File: config.mk
export PLATFORM = sky130hd
export DESIGN_NAME = stsig_pin_ctrl
export DESIGN_NICKNAME = d
export VERILOG_FILES = /design/src/rtl/stsig_pkg.sv /design/src/rtl/stsig_cmd_dec.sv /design/src/rtl/stsig_evt_qual.sv /design/src/rtl/stsig_pulse_tmr.sv /design/src/rtl/stsig_pin_ctrl.sv
export SDC_FILE = /design/constraint.sdc
export NUM_CORES = 1
export LEC_CHECK = 0
export BUFFER_PORTS_ARGS = -buffer_cell sky130_fd_sc_hd__buf_2
export CAP_MARGIN = 10
export CORE_AREA = 2 2 39 41
export CTS_BUF_LIST = sky130_fd_sc_hd__clkbuf_8 sky130_fd_sc_hd__clkbuf_16
export DETAILED_ROUTE_END_ITERATION = 10
export DIE_AREA = 0 0 41 43
export HOLD_SLACK_MARGIN = 0.03
export PLACE_DENSITY = 0.69
export SLEW_MARGIN = 40
export SYNTH_ARGS = -nofsm -noshare
export SYNTH_HDL_FRONTEND = slang
export SYNTH_SLANG_ARGS = --single-unit
export TNS_END_PERCENT = 30
File: constraint.sdc
create_clock -name clk -period 1.4 [get_ports clk]
set_input_delay 0.21 -clock clk [delete_from_list [all_inputs] [get_ports clk]]
set_output_delay 0.21 -clock clk [all_outputs]
set_load 0.03 [all_outputs]
File: src/rtl/stsig_pkg.sv
package stsig_pkg;

   typedef enum logic [1:0] {
      MODE_LEVEL = 2'd0,
      MODE_ERASE = 2'd1,
      MODE_PROG  = 2'd2,
      MODE_ANY   = 2'd3
   } sts_mode_e;

   function automatic logic erase_selected(sts_mode_e m);
      return (m == MODE_ERASE) || (m == MODE_ANY);
   endfunction

   function automatic logic prog_selected(sts_mode_e m);
      return (m == MODE_PROG) || (m == MODE_ANY);
   endfunction

endpackage

File: src/rtl/stsig_cmd_dec.sv
module stsig_cmd_dec
   import stsig_pkg::*;
#(
   parameter int unsigned CMD_W      = 8,
   parameter logic [CMD_W-1:0] SETUP_CODE = 8'hB8
) (
   input  logic             clk,
   input  logic             rst_n,
   input  logic             cmd_wr,
   input  logic [CMD_W-1:0] cmd_data,
   input  logic             ctl_busy,
   input  logic             ctl_susp,
   output sts_mode_e        mode_o,
   output logic             err_o,
   output logic             take_o
);

   localparam logic [CMD_W-1:0] MAX_CODE = CMD_W'(3);

   logic      armed_q;
   sts_mode_e mode_q;
   logic      err_q;
   logic      idle_ok;
   logic      code_ok;

   assign idle_ok = !ctl_busy && !ctl_susp;
   assign code_ok = (cmd_data <= MAX_CODE);
   assign take_o  = cmd_wr && armed_q && idle_ok && code_ok;

   always_ff @(posedge clk) begin
      if (!rst_n) begin
         armed_q <= 1'b0;
         mode_q  <= MODE_LEVEL;
         err_q   <= 1'b0;
      end else if (cmd_wr) begin
         if (armed_q) begin
            armed_q <= 1'b0;
            if (idle_ok) begin
               if (code_ok) begin
                  mode_q <= sts_mode_e'(cmd_data[1:0]);
                  err_q  <= 1'b0;
               end else begin
                  err_q  <= 1'b1;
               end
            end
         end else if (idle_ok && (cmd_data == SETUP_CODE)) begin
            armed_q <= 1'b1;
         end
      end
   end

   assign mode_o = mode_q;
   assign err_o  = err_q;

   // a refused write leaves mode and error untouched
   p_refuse_keeps_r4: assert property (@(posedge clk) disable iff (!rst_n)
      (cmd_wr && !idle_ok) |=> ($stable(mode_q) && $stable(err_q)));

   // invalid code flags an error and keeps the mode
   p_bad_code_r5: assert property (@(posedge clk) disable iff (!rst_n)
      (cmd_wr && armed_q && idle_ok && (cmd_data > MAX_CODE)) |=> (err_q && $stable(mode_q)));

   // error is sticky while no write arrives
   p_err_sticky_r6: assert property (@(posedge clk) disable iff (!rst_n)
      (err_q && !cmd_wr) |=> err_q);

   // without arming, the mode cannot move
   p_unarmed_keeps_r12: assert property (@(posedge clk) disable iff (!rst_n)
      (!armed_q) |=> $stable(mode_q));

endmodule

File: src/rtl/stsig_evt_qual.sv
module stsig_evt_qual
   import stsig_pkg::*;
(
   input  sts_mode_e mode_i,
   input  logic      erase_done,
   input  logic      prog_done,
   output logic      hit_o
);

   assign hit_o = (erase_done && erase_selected(mode_i)) ||
                  (prog_done  && prog_selected(mode_i));

endmodule

File: src/rtl/stsig_pulse_tmr.sv
module stsig_pulse_tmr #(
   parameter int unsigned PULSE_CYC = 50
) (
   input  logic clk,
   input  logic rst_n,
   input  logic clr,
   input  logic load,
   output logic active_o
);

   localparam int unsigned CW = $clog2(PULSE_CYC + 1);
   localparam logic [CW-1:0] FULL = CW'(PULSE_CYC);

   logic [CW-1:0] cnt_q;

   always_ff @(posedge clk) begin
      if (!rst_n)              cnt_q <= '0;
      else if (clr)            cnt_q <= '0;
      else if (load)           cnt_q <= FULL;
      else if (cnt_q != '0)    cnt_q <= cnt_q - 1'b1;
   end

   assign active_o = (cnt_q != '0);

   // count never exceeds the pulse width
   p_cnt_range_r7: assert property (@(posedge clk) disable iff (!rst_n)
      cnt_q <= FULL);

   // count steps down by one per cycle without a new event
   p_count_down_r7: assert property (@(posedge clk) disable iff (!rst_n)
      ((cnt_q != '0) && !load && !clr) |=> (cnt_q == $past(cnt_q) - 1'b1));

   // a qualifying event reloads the full width
   p_restart_r11: assert property (@(posedge clk) disable iff (!rst_n)
      (load && !clr) |=> (cnt_q == FULL));

   // a mode change ends the pulse
   p_clear_r13: assert property (@(posedge clk) disable iff (!rst_n)
      clr |=> (cnt_q == '0));

endmodule

File: src/rtl/stsig_pin_ctrl.sv
module stsig_pin_ctrl
   import stsig_pkg::*;
#(
   parameter int unsigned CMD_W      = 8,
   parameter logic [CMD_W-1:0] SETUP_CODE = 8'hB8,
   parameter int unsigned CLK_MHZ    = 200,
   parameter int unsigned PULSE_NS   = 250,
   parameter bit          OUT_REG    = 1'b0
) (
   input  logic             clk,
   input  logic             rst_n,
   input  logic             cmd_wr,
   input  logic [CMD_W-1:0] cmd_data,
   input  logic             ctl_busy,
   input  logic             ctl_susp,
   input  logic             erase_done,
   input  logic             prog_done,
   output logic             sts_pin,
   output logic             cfg_err
);

   localparam int unsigned PULSE_CYC = (PULSE_NS * CLK_MHZ) / 1000;

   if (PULSE_CYC < 1) begin : g_bad_width
      $error("pulse width rounds to zero cycles");
   end
   if (CMD_W < 2) begin : g_bad_cmd
      $error("command width too small for mode codes");
   end

   sts_mode_e mode;
   logic      take;
   logic      hit;
   logic      active;
   logic      pin_raw;

   stsig_cmd_dec #(.CMD_W(CMD_W), .SETUP_CODE(SETUP_CODE)) u_dec (
      .clk      (clk),
      .rst_n    (rst_n),
      .cmd_wr   (cmd_wr),
      .cmd_data (cmd_data),
      .ctl_busy (ctl_busy),
      .ctl_susp (ctl_susp),
      .mode_o   (mode),
      .err_o    (cfg_err),
      .take_o   (take)
   );

   stsig_evt_qual u_qual (
      .mode_i     (mode),
      .erase_done (erase_done),
      .prog_done  (prog_done),
      .hit_o      (hit)
   );

   stsig_pulse_tmr #(.PULSE_CYC(PULSE_CYC)) u_tmr (
      .clk      (clk),
      .rst_n    (rst_n),
      .clr      (take),
      .load     (hit),
      .active_o (active)
   );

   assign pin_raw = (mode == MODE_LEVEL) ? !ctl_busy : !active;

   if (OUT_REG) begin : g_out_flop
      logic pin_q;
      always_ff @(posedge clk) begin
         if (!rst_n) pin_q <= 1'b1;
         else        pin_q <= pin_raw;
      end
      assign sts_pin = pin_q;
   end else begin : g_out_comb
      assign sts_pin = pin_raw;
      // in pulse modes the pin never drops without a running pulse
      p_pulse_ignores_busy_r10: assert property (@(posedge clk) disable iff (!rst_n)
         ((mode != MODE_LEVEL) && !active) |-> sts_pin);
   end

endmodule

-- Word level (Yosys, flattened, before mapping)
Cells that the tools add are included.
- input bits: 15
- register bits after elaboration: 10
- output and inout bits: 2
- $add $sub $neg: 1
- bitwise operators: 1
- reductions and logical operators: 20
- eq/ne operators: 4
- mux-type cells: 6
- order comparisons: 1
- operators by type and width (operator ; number):
    $mux 6 ; 2
    $eq 8x8->1 const B ; 1
    $le 8x2->1 const B ; 1
    $logic_and 1x1->1 ; 7
    $reduce_bool 6->1 ; 1
    $sub 6x1->6 const B ; 1
    $eq 2x2->1 const B ; 2
    $mux 1 ; 4
    $reduce_and 4->1 ; 1
    $logic_not 1->1 ; 3
    $logic_or 1x1->1 ; 3
    $reduce_and 3->1 ; 1
    $reduce_or 3->1 ; 1
    $eq 2x1->1 const B ; 1
    $logic_not 2->1 ; 1
    $reduce_bool 2->1 ; 1
    $reduce_or 2->1 ; 1
    $not 1->1 ; 1

-- Longest topological paths before layout
Gate-level depths: netlist of run 1.
- depth after elaboration: 5
- depth in mapped cells: 5
- depth with buffers taken out: 5

-- Modules after synthesis
A second synthesis of run 1 with hierarchy kept.
- cells, all modules: 66
- area, all modules: 564.3 µm²
- by module, submodules not included (module ; cells each ; area each (µm²) ; times used):
    stsig_pulse_tmr ; 35 ; 304.0 ; 1
    stsig_cmd_dec ; 28 ; 235.2 ; 1
    stsig_pin_ctrl ; 2 ; 16.3 ; 1
    stsig_evt_qual ; 1 ; 8.8 ; 1

-- Worst setup path before layout of run 1
OpenSTA, ideal clock, no wires.
- kind: register to output
- from: reg u_tmr.cnt_q[0]
- to: out sts_pin
- arrival: 1.474 ns
- data required time: 1.190 ns
- cell stages (with the launch flop): 6
- path buffers: 0
- path slack: -0.284 ns
- cell sequence: dfxtp_1 > inv_1 > ha_1 > nor3b_1 > a21oi_1 > a21oi_1
- cells in the longest elaborated chain, start to end: 3
- RTL lines (what ; RTL line ; source):
    start, declared ; stsig_pulse_tmr.sv:14 ; logic [CW-1:0] cnt_q;
    start signal, assigned ; stsig_pulse_tmr.sv:20 ; else if (cnt_q != '0) cnt_q <= cnt_q - 1'b1;
    $reduce_bool 6->1 ; stsig_pulse_tmr.sv:23 ; assign active_o = (cnt_q != '0);
    $logic_not 1->1 ; stsig_pin_ctrl.sv:64 ; assign pin_raw = (mode == MODE_LEVEL) ? !ctl_busy : !active;
    $mux 1 ; stsig_pin_ctrl.sv:64 ;
    end, declared ; stsig_pin_ctrl.sv:18 ; output logic sts_pin,
Every way passes these cells.

-- Worst setup path in the final report of run 1
Ends and elaborated chain as after synthesis.

==> results of run 1 <==
[power breakdown]
part           total [mW]  internal [mW]  switching [mW]
logic               0.685          0.389           0.296
registers           0.425          0.354          0.0711
clock network       0.351          0.246           0.104
total                1.46          0.990           0.472
[kinds of logic (layout without fill, tap and decap cells)]
family | Yosys count | in the layout | share of synthesized area, %
AO/OA/AOI/OAI | 18 | 18 | 24.6
adder cells (fa/ha/maj) | 1 | 1 | 2.30
XOR/XNOR | 2 | 2 | 3.22
flip-flops | 10 | 10 | 36.8
buffers and inverters | 3 | 35 | 2.07
AND/OR/NAND/NOR | 28 | 28 | 31.0
[per-stage QoR]
step | hold slack (ns) | setup TNS, ns | setup WS [ns] | cell area [um2] | util (%)
2_1_floorplan | 0.361 | -0.0677 | -0.0677 | 558 | -
3_3_place_gp | 0.459 | -0.823 | -0.133 | 733 | 53.0
3_5_place_dp | 0.477 | -1.11 | -0.163 | 733 | 53.0
4_1_cts | 0.262 | -0.194 | -0.130 | 828 | 59.9
5_1_grt | 0.277 | -0.370 | -0.199 | 842 | 60.8
6_report | 0.265 | -0.290 | -0.153 | 842 | 60.8
[state kept, by name, summed over array words and instances (netlist names)]
| signal | flops |
|---|---|
| u_dec.armed_q | 1 |
| u_tmr.cnt_q | 6 |
| u_dec.mode_o | 2 |
| u_dec.err_o | 1 |
[cell type report]
class | instances | area share, %
multi-input cells | 49 | 44.9
repair buffers | 28 | 21.0
flip-flops and latches | 10 | 23.9
well taps | 16 | 2.38
clock buffers | 4 | 6.54
inverters | 3 | 1.34
[how the worst max path moves through the flow]
| stage | start | to | slack, ns | depth (start not counted) |
|---|---|---|---|---|
| after floorplan | u_tmr.cnt_q[0]$_SDFFE_PP0P_ | u_tmr.cnt_q[1]$_SDFFE_PP0P_ | -0.07 | 5 |
| after global placement | cmd_data[3] | u_tmr.cnt_q[0]$_SDFFE_PP0P_ | -0.13 | 4 |
| after detailed placement | cmd_data[3] | u_tmr.cnt_q[0]$_SDFFE_PP0P_ | -0.16 | 4 |
| after CTS | u_tmr.cnt_q[0]$_SDFFE_PP0P_ | sts_pin | -0.13 | 6 |
| after global routing | u_tmr.cnt_q[1]$_SDFFE_PP0P_ | sts_pin | -0.20 | 6 |
| final | u_tmr.cnt_q[0]$_SDFFE_PP0P_ | sts_pin | -0.15 | 6 |
[routing by layer]
| metal | wire length [um] | vias up | GRT usage (%) |
|---|---|---|---|
| li1 | - | 309 | - |
| met1 | 554 | 286 | 22.5 |
| met2 | 744 | 21 | 32.8 |
| met3 | 63 | 2 | 2.09 |
| met4 | 14 | 0 | 6.00 |
| met5 | 0 | - | 0 |
[layout by cell type, fill, tap and decap left out, types with 2 or more instances in the layout]
cell type and instances:
sky130_fd_sc_hd__a21oi_1 6, sky130_fd_sc_hd__inv_2 2, sky130_fd_sc_hd__a31oi_1 2, sky130_fd_sc_hd__a21oi_2 2, sky130_fd_sc_hd__o31ai_1 2, sky130_fd_sc_hd__nor4_1 4, sky130_fd_sc_hd__buf_4 12, sky130_fd_sc_hd__dfxtp_1 9
sky130_fd_sc_hd__xnor2_1 2, sky130_fd_sc_hd__nor2_1 6, sky130_fd_sc_hd__nand2_1 2, sky130_fd_sc_hd__clkbuf_8 4, sky130_fd_sc_hd__buf_2 15, sky130_fd_sc_hd__nand4_1 3
[critical path: stages, from the launching register on]
cell and delay [ns]:
sky130_fd_sc_hd__dfxtp_2 0.32, sky130_fd_sc_hd__inv_2 0.07, sky130_fd_sc_hd__ha_4 0.14, sky130_fd_sc_hd__nor3b_4 0.21
sky130_fd_sc_hd__a21oi_2 0.08, sky130_fd_sc_hd__a21oi_2 0.14, sky130_fd_sc_hd__buf_6 0.15
[timing repair]
item,4_1_cts,5_1_grt
setup buffers,1,1
resized for setup,9,1
endpoints found under the hold margin,0,0
pin swaps,1,0
setup endpoints to repair,4,3
==> results.md, run 1 <==
Yosys:
- Of the synthesized area, sequential elements account for 36.8%.
- The number of synthesized register bits is 10.
- Among all cell types in the netlist, the one instantiated most often is sky130_fd_sc_hd__dfxtp_1.
- The commonest cells after synthesis are sky130_fd_sc_hd__dfxtp_1 (10), sky130_fd_sc_hd__a21oi_1 (8), sky130_fd_sc_hd__nor2_1 (6), sky130_fd_sc_hd__nor4_1 (5).
- The average cell area after synthesis is 8.78 um2.
- The most used flip-flop cell after synthesis is sky130_fd_sc_hd__dfxtp_1.
- The count of flip-flops with a built-in enable after synthesis is 0.
- During synthesis, Yosys emitted a total of 0 warnings.
- The instance count of the mapped netlist is 62.
- Summing every instance area after synthesis gives 544 um2.
- In this run, distinct cell masters in the synthesized netlist total 27.
- The largest total area in the synthesized netlist belongs to sky130_fd_sc_hd__dfxtp_1.
- The number of nets handed over by synthesis was 78.
- The fraction of synthesis flops using an asynchronous set or reset pin is 0%.
- The top cell type by area accounts for 36.8% of the synthesized area.
- Yosys attributes the largest share of cell area to sky130_fd_sc_hd__dfxtp_1 (37%), sky130_fd_sc_hd__a21oi_1 (7.4%), sky130_fd_sc_hd__nor4_1 (5.7%).

CTS:
- The number of levels the H-tree was split into is 1.
- The post-cts hold buffer count is 0.
- The tree is rooted in a sky130_fd_sc_hd__clkbuf_8.
- The number of buffers inserted during clock tree synthesis is 3.
- The TritonCTS clock tree is built.
- The clock transition at the registers of the reported paths is 0.05 ns.
- The later pin in the worst-skew pair is clocked with a latency of 0.23 ns.
- The number of sinks handled by clock tree synthesis is 10.
- The longest clock path from root to sink contains 2 buffers.

Cells and area:
- The sequential cells in the finished layout cover a total of 201 um2.
- After the last flow step, the layout net total stands at 111.
- The repair_antennas step left the layout with diodes totalling 0.
- The signed area change from the synthesized netlist to the final layout is 54.7%.
- The number of filler cells placed in the layout is 124.
- The fraction of layout cells with a size suffix above 1 is 47.9%.
- In the final layout, the multi-input gates occupy 378 um2.
- Leaving out filler cells and counting taps, the final layout contains 110.

GRT:
- Entering global routing, the biggest net connects 8 pins.
- The number of global-route vias before repair is 598.
- The global route total overflow is 0.
- The global-route total usage across every layer is 18.9%.
- The first global-routing pass estimated 2.34 mm of wire.
- The initial antenna violation count is 0.

Critical path:
- The kind of start point of the critical path is a register.
- The internal reg-to-reg setup slack is -0.14 ns.
- The maximum fanout along the worst path is 3.
- The data arrival time at the worst-slack endpoint is 1.34 ns.
- The critical register-to-register path endpoint is u_tmr.cnt_q[1]$_SDFFE_PP0P_.
- The critical path is of the reg2out type.
- The critical register-to-register path startpoint is u_tmr.cnt_q[0]$_SDFFE_PP0P_.
- The worst register-to-register path has a depth of 5.
- The worst setup path is captured at an output port.
- STA puts the critical path data required time at 1.19 ns.

Hold path:
- The tightest min-delay check is of the in2reg type.
- The startpoint identified for the worst hold timing path is cmd_data[1].
- The worst hold path cell count is 3.
- For hold timing, the worst endpoint is u_dec.mode_o[1]$_SDFFE_PN0P_.

Status:
- The flow ran to the end, but the final reports show violations.
- The final reports fail on setup timing.

STA:
- The worst setup skew after layout is 0.000469 ns.
- Setup violations remaining at the end of the flow were counted as 2.
- The actual slew at the worst max-slew pin is 0.483 ns.
- The post-route clock period utilization is 111%.
- The maximum operating frequency is 0.644 GHz.
- Subtracting the final worst setup slack from the clock period gives 1.55 ns.
- The final critical-path setup slack is -0.153 ns.
- The number of max-slew violations in the final report was 0.
- In this run the tightest slew margin relative to its limit is 67.5%.
- The number of hold violations in the final report came to 0.
- Setup repair after global routing could not meet its margin everywhere.

Run:
- The number of maximum-capacitance violations is 0.

Place:
- At the end of routability-driven placement, the weighted congestion stood at 0.692.
- The cell count after placement is 104.
- The number of input and output port buffers inserted is 16.
- The placed wire-length estimate is 1.09 mm.

Power and ir drop:
- Summed over all cells, the static leakage comes to 0.340 nW.
- The highest ir drop seen on vdd is 0.000764 V.
- The ratio of total power to cell area is 1740 nW/um2.
- The completed layout was analyzed and its total power is 1.46 mW.

Drt:
- Dividing the detail-routed wire length by the instance count gives 12.5 um.
- The total detailed-routing wirelength is 1.38 mm.
- The detailed-router iteration count before antenna repair is 4.
- The via density per instance is 5.62.
- The total number of vias is 618.
- The DRC violations left is 0.
- The number of routed nets with antenna violations is 0.
- The detailed router finished its first iteration with 4 violations.

Floorplanning:
- The floorplan step defined a core boundary enclosing 1380 um2.
- The die footprint is 1760 um2.
- The die is 41 um wide.
- The floorplan step set the die height to 43 um.
- The number of placement rows is 14.
- The starting density of the core is 39.3%.
- During I/O placement, the number of pins put on the boundary was 17.
Power figures use the tool's default switching activity.
==> run 2: changes to the inputs <==
Settings changed: BUFFER_PORTS_ARGS -buffer_cell sky130_fd_sc_hd__buf_2 to -buffer_cell sky130_fd_sc_hd__buf_4, CTS_CLUSTER_DIAMETER from default to 60.
==> run 2 against run 1 <==
  * Count of clock-buffer cells in the layout decreased by 1
  * The flow still finishes with violations (setup timing)
  * Largest cell class unchanged
  * Sequential power increased by 1%
  * Critical endpoint unchanged
  * Maximum frequency decreased by 0.44%
==> results.md, run 2 (synthesis results as in run 1) <==
Status:
- The run finished, with violations left.
- The checks that failed: setup timing.

Critical path:
- The internal reg-to-reg setup slack is -0.10 ns (+0.04 ns).
- The worst setup path is captured at an output port.
- The critical path required time came to 1.19 ns (about the same).
- The worst setup path is launched from a register.
- In this run the critical register-to-register path is launched from u_tmr.cnt_q[1]$_SDFFE_PP0P_.
- The data arrival time at the worst-slack endpoint is 1.35 ns (about the same).
- By startpoint and endpoint, the worst setup path is classified as reg2out.
- In this run the critical register-to-register path is captured at u_tmr.cnt_q[1]$_SDFFE_PP0P_.
- The number of cell instances on the worst register-to-register path came to 5 (unchanged).
- The most critical setup path has its startpoint at u_tmr.cnt_q[1]$_SDFFE_PP0P_.
- The maximum fanout along the worst path was 3 (unchanged).

Cells and area:
- The number of diodes was 0 (unchanged).
- Leaving out fill and tap cells, the most frequent cells in the layout are sky130_fd_sc_hd__buf_4 (28), sky130_fd_sc_hd__dfxtp_1 (8), sky130_fd_sc_hd__nor2_1 (6), sky130_fd_sc_hd__a21oi_1 (6), sky130_fd_sc_hd__nor4_1 (5).
- The fraction of layout cells with a size suffix above 1 is 47.9% (unchanged).
- The signed area change from the synthesized netlist to the final layout is 59.5%.
- The number of flip-flops under the largest register name is 6 (unchanged).
- The final layout net count is 112 (+0.90%).
- The register ranked first by flip-flop count is u_tmr.cnt_q.
- The library cell used most frequently in the layout, excluding fill and tap cells, is sky130_fd_sc_hd__buf_4.

GRT:
- The number of global-route vias before repair is 646 (+8.0%).
- The largest net degree at the start of global routing came to 8 (unchanged).
- The initial antenna violation count came to 0 (unchanged).
- The global route total overflow is 0 (unchanged).
- The global-route total usage across every layer is 20.5% (+1.6 points).
- The first-pass GRT wire length is 2.42 mm (+3.5%).

Floorplanning:
- The die footprint was 1760 um2 (unchanged).
- The starting density of the core is 39.3% (unchanged).
- The floorplan die width was 41 um (unchanged).
- The die height came to 43 um (unchanged).
- The count of pins on the block boundary is 17 (unchanged).
- The core region area is 1380 um2 (unchanged).
- The number of placement rows came to 14 (unchanged).

CTS:
- The number of sinks handled by clock tree synthesis was 10 (unchanged).
- The maximum number of buffers from clock root to sink was 2 (unchanged).
- The TritonCTS clock tree is built.
- The number of levels the H-tree was split into is 1 (unchanged).
- The number of buffers inserted during clock tree synthesis is 3 (unchanged).
- The cell chosen for the clock root is sky130_fd_sc_hd__clkbuf_8.
- The clock transition at the registers of the reported paths is 0.04 ns (about the same).
- The post-cts hold buffer count was 0 (unchanged).
- The source-to-sink clock delay at the later pin of the worst-skew pair is 0.23 ns (about the same).

Drt:
- The via density per instance was 5.70 (+1.5%).
- The total number of vias is 627 (+1.5%).
- The DRC violations left came to 0 (unchanged).
- The number of routed nets with antenna violations is 0 (unchanged).
- The number of DRC markers in iteration 0 is 7 (+3).
- The routed length per placed instance is 13.3 um (+6.0%).
- The total detailed-routing wirelength is 1.46 mm (+6.0%).
- The detailed-router iteration count before antenna repair is 4 (unchanged).

STA:
- Setup repair after global routing could not meet its margin everywhere.
- The final worst hold slack is 0.268 ns (+0.00298 ns).
- The maximum operating frequency is 0.641 GHz (-0.44%).
- The total of endpoints with negative setup slack in the final report came to 2 (unchanged).
- The number of hold violations in the final report came to 0 (unchanged).
- The final critical-path setup slack is -0.160 ns (-0.00691 ns).
- The worst-case headroom to the max-slew limit is 73.3% (+5.7 points).
- The number of max-slew violations in the final report came to 0 (unchanged).
- The actual slew at the worst max-slew pin came to 0.398 ns (-0.0852 ns).
- The sum of negative setup slack is -0.255 ns (+0.0350 ns).
- The final critical-path required period is 1.56 ns (+0.00691 ns).
- The worst setup skew after layout was 0.00116 ns (+0.000694 ns).
- The post-route clock period utilization is 111% (+0.49 points).

Power and ir drop:
- The highest ir drop seen on vdd came to 0.000652 V (-15%).
- The total power after layout came to 1.42 mW (-2.9%).
- The ratio of total power to cell area is 1630 nW/um2 (-5.9%).
- The leakage dissipation is 0.349 nW (+2.6%).

Place:
- The number of input and output port buffers inserted is 16 (unchanged).
- The placed wire-length estimate was 1.11 mm (+2.3%).
- The worst setup slack after placement is -0.135 ns (+0.0280 ns).
- The global placement routability congestion was 0.716 (+3.5%).

Hold path:
- The startpoint identified for the worst hold timing path is cmd_wr.
- The endpoint with the worst hold slack is u_dec.armed_q$_SDFFE_PN0P_.
- The worst hold path cell count is 3 (unchanged).
- The worst hold path belongs to the class in2reg.

Run:
- The number of maximum-capacitance violations is 0 (unchanged).
==> run 2: changes by cell type in the layout (fill, tap and decap cells not counted), sizes merged <==
| cell | delta |
|---|---|
| buf | +1 |
| clkbuf | -1 |
==> run 2: worst max-delay path by stage <==
stage / slack [ns] / end / cells past startpoint
2_1_floorplan: -0.07 / u_tmr.cnt_q[1]$_SDFFE_PP0P_ / 5
3_3_place_gp: -0.10 / u_tmr.cnt_q[1]$_SDFFE_PP0P_ / 5
3_5_place_dp: -0.14 / u_tmr.cnt_q[1]$_SDFFE_PP0P_ / 5
4_1_cts: -0.19 / sts_pin / 6
5_1_grt: -0.22 / sts_pin / 6
6_report: -0.16 / sts_pin / 6
==> run 2: layout make-up <==
class	instances	area [um2]
clock buffers	3	41.3
flip-flops and latches	10	203
well taps	16	20.0
fillers	137	515
multi-input cells	49	372
repair buffers	29	221
inverters	3	11.3
==> run 2: worst max-delay path: stages, from the launching register on <==
cell                      delay (ns)
sky130_fd_sc_hd__dfxtp_2        0.31
sky130_fd_sc_hd__inv_2          0.07
sky130_fd_sc_hd__ha_4           0.14
sky130_fd_sc_hd__nor3b_4        0.23
sky130_fd_sc_hd__a21oi_2        0.09
sky130_fd_sc_hd__a21oi_2        0.13
sky130_fd_sc_hd__buf_6          0.15
==> run 2: report_power, final <==
group	internal (mW)	switching (mW)	total, mW
sequential	0.357	0.0729	0.430
combinational	0.401	0.296	0.697
clock	0.188	0.105	0.292
==> run 2: metrics by stage <==
step / util [%] / instance area (um2) / cells
final: 62.7 / 868 / 110
after global routing: 62.7 / 868 / 110
after CTS: 62.1 / 860 / 109
after detailed placement: 56.4 / 781 / 105
after global placement: 56.4 / 781 / 105
after floorplan: - / 558 / 62
==> run 2: what timing repair did <==
item,CTS,global route
endpoints found under the hold margin,0,0
pin swaps,2,2
endpoints found under the setup margin,4,3
resized for setup,8,1
buffers inserted,1,1
==> run 2: metal layers <==
metal / GRT usage (%) / vias up / routed length (um)
met3: 6.81 / 4 / 85
met1: 18.6 / 290 / 543
met4: 10.0 / 0 / 27
met5: 0 / - / 0
met2: 36.9 / 23 / 803
li1: - / 310 / -
==> run 3: changes to the inputs <==
Settings changed: BUFFER_PORTS_ARGS -buffer_cell sky130_fd_sc_hd__buf_4 to default, DONT_BUFFER_PORTS from default to 1, PLACE_DENSITY 0.69 to default, SKIP_CTS_REPAIR_TIMING from default to 1.
==> run 3 against run 2 <==
  * The run still ends with setup timing left
  * Hold slack got worse by 0.14 ns
  * First-iteration DRC count is 130% higher
  * Clock power is 25% higher
  * Count of clock-buffer cells in the layout is 1 higher
  * Wire length is 16% lower
  * Global-route usage shrank 3.1 points
  * Die area unchanged
  * Total power rose by 3.8%
  * Critical path type unchanged
  * Largest cell class unchanged
==> results.md, run 3 (synthesis results as in run 1) <==
Status:
- The run finished, with violations left.
- The checks that failed: setup timing.

Place:
- The number of input and output port buffers inserted is 0 (-16).
- The global placement routability congestion came to 0.739 (+3.2%).
- The placed standard-cell area is 661 um2 (-15%).
- The placed wire-length estimate is 995 um (-11%).
- The cell count after placement is 89 (-15%).

STA:
- The worst-case headroom to the max-slew limit is 67.1% (-6.1 points).
- The final critical-path required period is 1.63 ns (+0.0708 ns).
- The maximum operating frequency came to 0.613 GHz (-4.3%).
- The actual slew at the worst max-slew pin is 0.489 ns (+0.0908 ns).
- The final worst hold slack is 0.129 ns (-0.140 ns).
- The worst setup skew after layout is 0.00216 ns (+0.00100 ns).
- Setup repair after global routing could not meet its margin everywhere.
- The total of endpoints with negative setup slack in the final report is 2 (unchanged).
- The number of max-slew violations in the final report is 0 (unchanged).
- The final critical-path setup slack is -0.231 ns (-0.0708 ns).
- The number of hold violations in the final report came to 0 (unchanged).
- The post-route clock period utilization came to 116% (+5.1 points).

Critical path:
- On the critical path, the stage with the largest delay is an instance of sky130_fd_sc_hd__dfxtp_2.
- The worst setup path is launched from a register.
- The signal on the critical path passes through inv_2 > ha_4 > buf_6 > nor3b_4 > a21oi_2 > a21oi_2 > buf_6.
- The category of the worst setup path capture point is an output port.
- The maximum fanout along the worst path is 2 (-1).
- The number of cell instances on the worst register-to-register path was 5 (unchanged).
- The critical register-to-register path endpoint is u_tmr.cnt_q[1]$_SDFFE_PP0P_.
- The worst setup path is of the reg2out kind.
- In this run the critical register-to-register path is launched from u_tmr.cnt_q[0]$_SDFFE_PP0P_.
- The internal reg-to-reg setup slack is -0.08 ns (+0.02 ns).
- The critical path required time is 1.19 ns (about the same).
- The critical path's largest stage delay is 0.32 ns (about the same).
- The data arrival time at the worst-slack endpoint is 1.42 ns (+0.07 ns).

Drt:
- The DRC violations left was 0 (unchanged).
- The via density per instance came to 5.75 (+0.83%).
- The number of routed nets with antenna violations is 0 (unchanged).
- The detailed-router iteration count before antenna repair is 4 (unchanged).
- The total detailed-routing wirelength was 1.23 mm (-16%).
- The number of DRC markers in iteration 0 is 16 (+9).
- The routed length per placed instance was 13.0 um (-2.3%).
- The total number of vias came to 546 (-13%).

Cells and area:
- The post-route cell area came to 771 um2 (-11%).
- The library cell used most frequently in the layout, excluding fill and tap cells, is sky130_fd_sc_hd__buf_4.
- The final standard cell count with taps included and fillers excluded is 95 (-14%).
- Leaving out fill and tap cells, the most frequent cells in the layout are sky130_fd_sc_hd__buf_4 (11), sky130_fd_sc_hd__dfxtp_1 (9), sky130_fd_sc_hd__nor2_1 (6), sky130_fd_sc_hd__a21oi_1 (6).
- The signed area change from the synthesized netlist to the final layout is 41.6%.
- The area occupied by registers was 201 um2 (-0.62%).
- u_tmr.cnt_q holds more flip-flops than any other register.
- The fraction of layout cells with a size suffix above 1 is 38.0% (-9.9 points).
- The number of filler cells placed in the layout is 129 (-5.8%).
- The number of flip-flops under the largest register name was 6 (unchanged).
- The number of diodes is 0 (unchanged).
- The area taken by multi-input logic gates is 378 um2 (+1.7%).
- The final layout net count is 96 (-14%).

CTS:
- The cell chosen for the clock root is sky130_fd_sc_hd__clkbuf_8.
- The clock transition at the registers of the reported paths came to 0.05 ns (about the same).
- The number of sinks handled by clock tree synthesis is 10 (unchanged).
- The number of buffers inserted during clock tree synthesis is 3 (unchanged).
- The maximum number of buffers from clock root to sink is 2 (unchanged).
- The source-to-sink clock delay at the later pin of the worst-skew pair is 0.24 ns (about the same).
- The number of levels the H-tree was split into is 1 (unchanged).
- The TritonCTS clock tree is built.

Run:
- The number of maximum-capacitance violations is 0 (unchanged).

GRT:
- The global route total overflow was 0 (unchanged).
- The largest net degree at the start of global routing is 7 (-1).
- The initial antenna violation count is 0 (unchanged).
- The first-pass GRT wire length is 2.01 mm (-17%).
- The number of global-route vias before repair is 527 (-18%).
- The global-route total usage across every layer is 17.3% (-3.1 points).

Floorplanning:
- The count of pins on the block boundary came to 17 (unchanged).
- The die height is 43 um (unchanged).
- The floorplan die width is 41 um (unchanged).
- The core region area came to 1380 um2 (unchanged).
- The die footprint is 1760 um2 (unchanged).
- The starting density of the core is 39.3% (unchanged).
- The number of placement rows is 14 (unchanged).

Power and ir drop:
- The ratio of total power to cell area is 1910 nW/um2 (+17%).
- The highest ir drop seen on vdd is 0.000704 V (+7.9%).
- The leakage dissipation is 0.279 nW (-20%).

Hold path:
- In this run the most critical hold path is launched from cmd_wr.
- The worst hold path terminates at u_dec.armed_q$_SDFFE_PN0P_.
- In this run the worst hold path is classified as in2reg.
- The worst hold path cell count was 2 (-1).
[run 3: area by class of cell]
class / count / share of cell area [%]
clock buffers: 4 / 7.14
inverters: 3 / 1.46
multi-input cells: 49 / 49.0
flip-flops and latches: 10 / 26.1
well taps: 16 / 2.60
repair buffers: 13 / 13.6
[run 3: per-layer routing]
layer  up-vias  global-route usage, %  share of wire (%)
met4         0                   12.0                2.1
li1        277                      -                  -
met1       245                   22.4                 45
met2        20                   23.8                 47
met3         4                   4.71                6.2
met5         -                      0                  0
[run 3: worst max-delay path, delay by kind of cell (launching register included)]
kind / cells / cell delay [ns]
buf+inv: 3 / 0.30
compound gates: 2 / 0.22
flops: 1 / 0.32
fa+ha+maj: 1 / 0.14
simple gates: 1 / 0.22
[run 3: report_power, final]
| group | switching, mW | internal, mW |
|---|---|---|
| registers | 0.0513 | 0.354 |
| logic | 0.300 | 0.404 |
| clock network | 0.117 | 0.247 |
[run 3: how the worst max path moves through the flow]
stage                                      from                     endpoint  slack (ns)  depth (start not counted)
global placement    u_tmr.cnt_q[1]$_SDFFE_PP0P_  u_tmr.cnt_q[1]$_SDFFE_PP0P_       -0.07                          5
CTS                 u_tmr.cnt_q[0]$_SDFFE_PP0P_                      sts_pin       -0.34                          7
global route        u_tmr.cnt_q[0]$_SDFFE_PP0P_                      sts_pin       -0.32                          7
finish              u_tmr.cnt_q[0]$_SDFFE_PP0P_                      sts_pin       -0.23                          7
floorplan           u_tmr.cnt_q[0]$_SDFFE_PP0P_  u_tmr.cnt_q[1]$_SDFFE_PP0P_       -0.07                          5
detailed placement  u_tmr.cnt_q[1]$_SDFFE_PP0P_  u_tmr.cnt_q[1]$_SDFFE_PP0P_        -0.1                          5
[run 3: through the flow]
stage | total power [mW] | util [%] | worst slack, ns | TNS, ns
finish | 1.47 | 55.7 | -0.231 | -0.313
global route | 1.58 | 55.7 | -0.316 | -0.501
CTS | 1.33 | 51.7 | -0.342 | -0.599
detailed placement | 0.964 | 47.7 | -0.0990 | -0.283
global placement | 0.954 | 47.7 | -0.0688 | -0.134
floorplan | 0.765 | - | -0.0677 | -0.0677
